--- src/rtl/qbio_pkg.sv ---
package qbio_pkg;

    typedef enum logic [1:0] {
        PM_QUASI     = 2'b00,
        PM_INPUT     = 2'b01,
        PM_PUSHPULL  = 2'b10,
        PM_OPENDRAIN = 2'b11
    } pin_mode_e;

    typedef struct packed {
        logic strong_up;
        logic weak_up;
        logic vweak_up;
        logic pull_dn;
    } pad_drive_t;

    localparam logic SEL_LATCH = 1'b0;
    localparam logic SEL_MODE  = 1'b1;

    // Pad enables for one pin from its mode, latch, filtered level and kick state.
    function automatic pad_drive_t drive_of(pin_mode_e m, logic latch, logic level, logic kick);
        pad_drive_t d;
        d = '0;
        case (m)
            PM_QUASI: begin
                d.strong_up = latch & kick;
                d.weak_up   = latch & level;
                d.vweak_up  = latch;
                d.pull_dn   = ~latch;
            end
            PM_INPUT: d = '0;
            PM_PUSHPULL: begin
                d.strong_up = latch;
                d.pull_dn   = ~latch;
            end
            PM_OPENDRAIN: d.pull_dn = ~latch;
            default: d = '0;
        endcase
        return d;
    endfunction

endpackage

--- src/rtl/qbio_regs.sv ---
module qbio_regs
    import qbio_pkg::*;
#(
    parameter int NPINS = 8
) (
    input  logic               clk,
    input  logic               rst,
    input  logic               wr_en,
    input  logic               wr_sel,
    input  logic [2*NPINS-1:0] wr_data,
    output logic [NPINS-1:0]   latch_q,
    output logic [2*NPINS-1:0] mode_q
);

    always_ff @(posedge clk) begin
        if (rst) begin
            latch_q <= '1;
            mode_q  <= {NPINS{PM_QUASI}};
        end else if (wr_en) begin
            if (wr_sel == SEL_LATCH) latch_q <= wr_data[NPINS-1:0];
            else                     mode_q  <= wr_data;
        end
    end

endmodule

--- src/rtl/qbio_filter.sv ---
module qbio_filter (
    input  logic clk,
    input  logic rst,
    input  logic pad_raw,
    output logic level
);

    logic samp_q;

    // A level is accepted when the current sample matches the previous one.
    always_ff @(posedge clk) begin
        if (rst) begin
            samp_q <= 1'b1;
            level  <= 1'b1;
        end else begin
            samp_q <= pad_raw;
            if (pad_raw == samp_q) level <= samp_q;
        end
    end

endmodule

--- src/rtl/qbio_drive.sv ---
module qbio_drive
    import qbio_pkg::*;
#(
    parameter int KICK_CYCLES = 2
) (
    input  logic       clk,
    input  logic       rst,
    input  logic [1:0] mode,
    input  logic       latch,
    input  logic       level,
    output pad_drive_t drv
);

    localparam int CW = $clog2(KICK_CYCLES + 1);

    pin_mode_e     mode_e;
    logic          prev_q;
    logic [CW-1:0] left_q;
    logic          is_quasi;
    logic          rise;
    logic          kick;

    assign mode_e   = pin_mode_e'(mode);
    assign is_quasi = (mode_e == PM_QUASI);
    assign rise     = is_quasi & latch & ~prev_q;
    assign kick     = rise | (left_q != '0);

    // The cycle of the rise plus KICK_CYCLES-1 counted cycles.
    always_ff @(posedge clk) begin
        if (rst) begin
            prev_q <= 1'b1;
            left_q <= '0;
        end else begin
            prev_q <= latch;
            if (!is_quasi || !latch) left_q <= '0;
            else if (rise)           left_q <= CW'(KICK_CYCLES - 1);
            else if (left_q != '0)   left_q <= left_q - 1'b1;
        end
    end

    assign drv = drive_of(mode_e, latch, level, kick);

endmodule

--- src/rtl/qbio_port.sv ---
module qbio_port
    import qbio_pkg::*;
#(
    parameter int NPINS       = 8,
    parameter int KICK_CYCLES = 2
) (
    input  logic               clk,
    input  logic               rst,
    input  logic               wr_en,
    input  logic               wr_sel,
    input  logic [2*NPINS-1:0] wr_data,
    input  logic [NPINS-1:0]   pad_in,
    output logic [NPINS-1:0]   rd_data,
    output logic [NPINS-1:0]   pu_strong,
    output logic [NPINS-1:0]   pu_weak,
    output logic [NPINS-1:0]   pu_vweak,
    output logic [NPINS-1:0]   pd_en
);

    logic [NPINS-1:0]   latch_q;
    logic [2*NPINS-1:0] mode_q;
    logic [NPINS-1:0]   level;

    qbio_regs #(.NPINS(NPINS)) regs_i (
        .clk     (clk),
        .rst     (rst),
        .wr_en   (wr_en),
        .wr_sel  (wr_sel),
        .wr_data (wr_data),
        .latch_q (latch_q),
        .mode_q  (mode_q)
    );

    for (genvar i = 0; i < NPINS; i++) begin : g_pin
        pad_drive_t drv;

        qbio_filter filt_i (
            .clk     (clk),
            .rst     (rst),
            .pad_raw (pad_in[i]),
            .level   (level[i])
        );

        qbio_drive #(.KICK_CYCLES(KICK_CYCLES)) drv_i (
            .clk   (clk),
            .rst   (rst),
            .mode  (mode_q[2*i+1:2*i]),
            .latch (latch_q[i]),
            .level (level[i]),
            .drv   (drv)
        );

        assign pu_strong[i] = drv.strong_up;
        assign pu_weak[i]   = drv.weak_up;
        assign pu_vweak[i]  = drv.vweak_up;
        assign pd_en[i]     = drv.pull_dn;
    end

    assign rd_data = level;

endmodule

--- config.mk ---
export PLATFORM = sky130hd
export DESIGN_NAME = qbio_port
export DESIGN_NICKNAME = d
export VERILOG_FILES = /design/src/rtl/qbio_pkg.sv /design/src/rtl/qbio_regs.sv /design/src/rtl/qbio_filter.sv /design/src/rtl/qbio_drive.sv /design/src/rtl/qbio_port.sv
export SDC_FILE = /design/constraint.sdc
export NUM_CORES = 1
export LEC_CHECK = 0
export ABC_CLOCK_PERIOD_IN_PS = 1300
export BUFFER_PORTS_ARGS = -buffer_cell sky130_fd_sc_hd__buf_4
export CAP_MARGIN = 10
export CORE_UTILIZATION = 48
export DETAILED_ROUTE_END_ITERATION = 10
export PLACE_DENSITY_LB_ADDON = 0.25
export SYNTH_ARGS = -nofsm -noshare
export SYNTH_HDL_FRONTEND = slang
export SYNTH_SLANG_ARGS = --single-unit
--- constraint.sdc ---
create_clock -name clk -period 1.3 [get_ports clk]
set_input_delay 0.065 -clock clk [delete_from_list [all_inputs] [get_ports clk]]
set_output_delay 0.065 -clock clk [all_outputs]
set_load 0.01 [all_outputs]
==> reports/metrics.cfg <==
[final_layout]
fillers=391
final_cell_area_sq_um=4230
final_cell_mix=buf_4 (88), a21oi_1 (33), dfxtp_1 (33)
register_area_sq_um=1320
diodes=0
finalNonFillerCells=489
mostFrequentLayoutCell=buf_4
syn2layout_area_growth_pct=48.2
fin_nets=449
drive_above_1_share_pct=47.7
multi_input_area_sq_um=1560

[worst_setup_path]
cp-start-kind=flop
r2r_setup_slack_ns=0.07
crit_required_ns=1.24
r2r_cells=2
cp.arrival_ns=1.28
path_max_fanout=2
path_class=flop to output port
crit_path_end_kind=output port

[timing]
fmax_mhz=745
fin_crit_sh_pct=103
slew_headroom_pct=56.1
fin_ws_ns=-0.0432
hold_viol=0
setup_tns_ns=-0.0570
report.final.slew_viol_count=0
rsz0062_at_grt=yes
period_minus_slack_ns=1.34
fin_skew_ns=0.00896
tightest_slew_ns=0.656
setup_violations=3

[grt]
grt_overflow=0
grt_max_degree=33
antenna_found_initial=0
grt_util_all_layers_pct=23.2
grtUsageMet3_pct=4.14
busiest_layer=met2
grt_pass1_wl_um=11300
grtUsageMet1_pct=27.1
use_met2_pct=40.3
grt_pass1_vias=2529

[clock_tree]
clockRootBuffer=clkbuf_8
clockBufferDepth=2
htreeDepth=3
tritoncts=yes
clk-insertion-delay-late_ns=0.34
clk_pin_slew_worst_paths_ns=0.07
numCtsBuffers=9
cts.sinks=64

[die]
die_y_um=79.1
coreArea_sq_um=5610
rows=27
start_util_pct=50.9
die_w_um=79.1
io_pins=68
die_area_sq_um=6260

[logic_synthesis]
synth_area_sq_um=2860
yosys.area.top_type=dfxtp_1
synth_area_per_cell_sq_um=9.15
ys_ff_latch=64
synth.area.top_cells=dfxtp_1 (45%), a21oi_1 (5.8%), a21bo_2 (5.6%), inv_1 (4.5%), ha_1 (3.5%)
synthDistinctLibCells=25
ys.warnings.count=0
synth.net_count=348
synthCells=312
yosys.area.top_type_share_pct=44.9
seq_area_frac_synth_pct=44.9

[place]
gp_congestion=0.777
port_buffers=67
dp_hpwl_um=4080
place_area_sq_um=3390
place_ws_ns=0.0423
placed_cells=434

[route]
firstDrtPassIters=4
drc_errors=0
vias=2558
drtIter0Drc=118
drt-total-wl_um=6800
ant_nets=0
wl_per_cell_um=13.9
avgViaCountPerCell=5.23

[status]
violations=negative setup slack
status=complete, but fails checks

[worst_hold_path]
min_delay_path_depth=3
hp-class=input port to flop

[pwr]
vdd.ir_drop.worst_mv=0.791
powerDensity_nw_per_um2=1430
leakage_nw=1.85
finalPower_w=0.00605

[run]
maxCapViolCount=0

==> cell usage after synthesis (all sizes together) <==
| cell | number |
|---|---|
| a2111oi | 1 |
| a21bo | 16 |
| a21boi | 7 |
| a21oi | 33 |
| a311oi | 8 |
| and2 | 15 |
| buf | 12 |
| clkbuf | 10 |
| dfxtp | 64 |
| ha | 8 |
| inv | 34 |
| nand2 | 8 |
| nand3 | 16 |
| nand3b | 8 |
| nor2 | 15 |
| nor2b | 2 |
| nor3b | 8 |
| nor4b | 7 |
| o211a | 7 |
| o211ai | 8 |
| o21ai | 8 |
| or2 | 8 |
| or4b | 1 |
| xor2 | 8 |
==> critical path, stage by stage, from the launching register on <==
cell	delay (ns)
dfxtp_2	0.34
inv_2	0.04
ha_4	0.15
a311oi_2	0.24
buf_4	0.16
==> sequential cells by signal (all words and copies together) (netlist names) <==
name,count
regs_i.mode_q,16
g_pin.filt_i.level,8
g_pin.drv_i.prev_q,8
g_pin.drv_i.left_q,16
g_pin.filt_i.samp_q,8
regs_i.latch_q,8
==> timing repair <==
item | 4_1_cts | 5_1_grt
endpoints found under the setup margin | 17 | 15
hold buffers | 23 | 0
gates resized for setup | 61 | 24
pin swaps | 16 | 7
setup buffers | 15 | 3
hold endpoints to repair | 33 | 0
==> power by group <==
group | switching (W) | leakage [nW] | internal (W)
registers | 0.000138 | 0.536 | 0.00217
logic | 0.000777 | 1.21 | 0.00106
clock network | 0.000733 | 0.112 | 0.00117
total | 0.00165 | 1.85 | 0.00440
==> through the flow <==
step	hold WS (ns)	util [%]
2_1_floorplan	0.169	-
3_3_place_gp	0.270	60.4
3_5_place_dp	0.273	60.4
4_1_cts	0.00431	74.2
5_1_grt	0.0111	75.5
6_report	0.0103	75.5
==> final timing paths <==
kind / from / end
worst min-delay path: rst / g_pin[5].drv_i.left_q[1]
worst min register to register: g_pin[4].drv_i.prev_q / g_pin[4].drv_i.left_q[0]
worst max register to register: regs_i.mode_q[14] / g_pin[7].drv_i.left_q[0]
worst max-delay path: g_pin[3].drv_i.left_q[0] / pu_strong[3]
==> cell type report <==
type                            count  area share [%]
Clock buffer                       12            3.67
Clock inverter                      3            1.54
Inverter                           34            3.02
Multi-Input combinational cell    192            36.9
Sequential cell                    64            31.2
Tap cell                           72            2.13
Timing Repair Buffer              112            21.5
==> cells by family after synthesis <==
family	count (synthesis)	share of synthesized area, %
DFF	64	44.9
buffers and inverters	56	8.41
and+or+nand+nor	88	18.1
AOI/OAI and AO/OA	88	22.6
xor gates and xnor gates	8	2.45
adders and majority gates	8	3.51
==> metal layers <==
metal	wire length [um]	vias to the layer above
li1	-	1269
met1	2940	1216
met2	3470	59
met3	233	14
met4	150	0
met5	0	-
No activity file was read; power rests on OpenSTA's default activity.
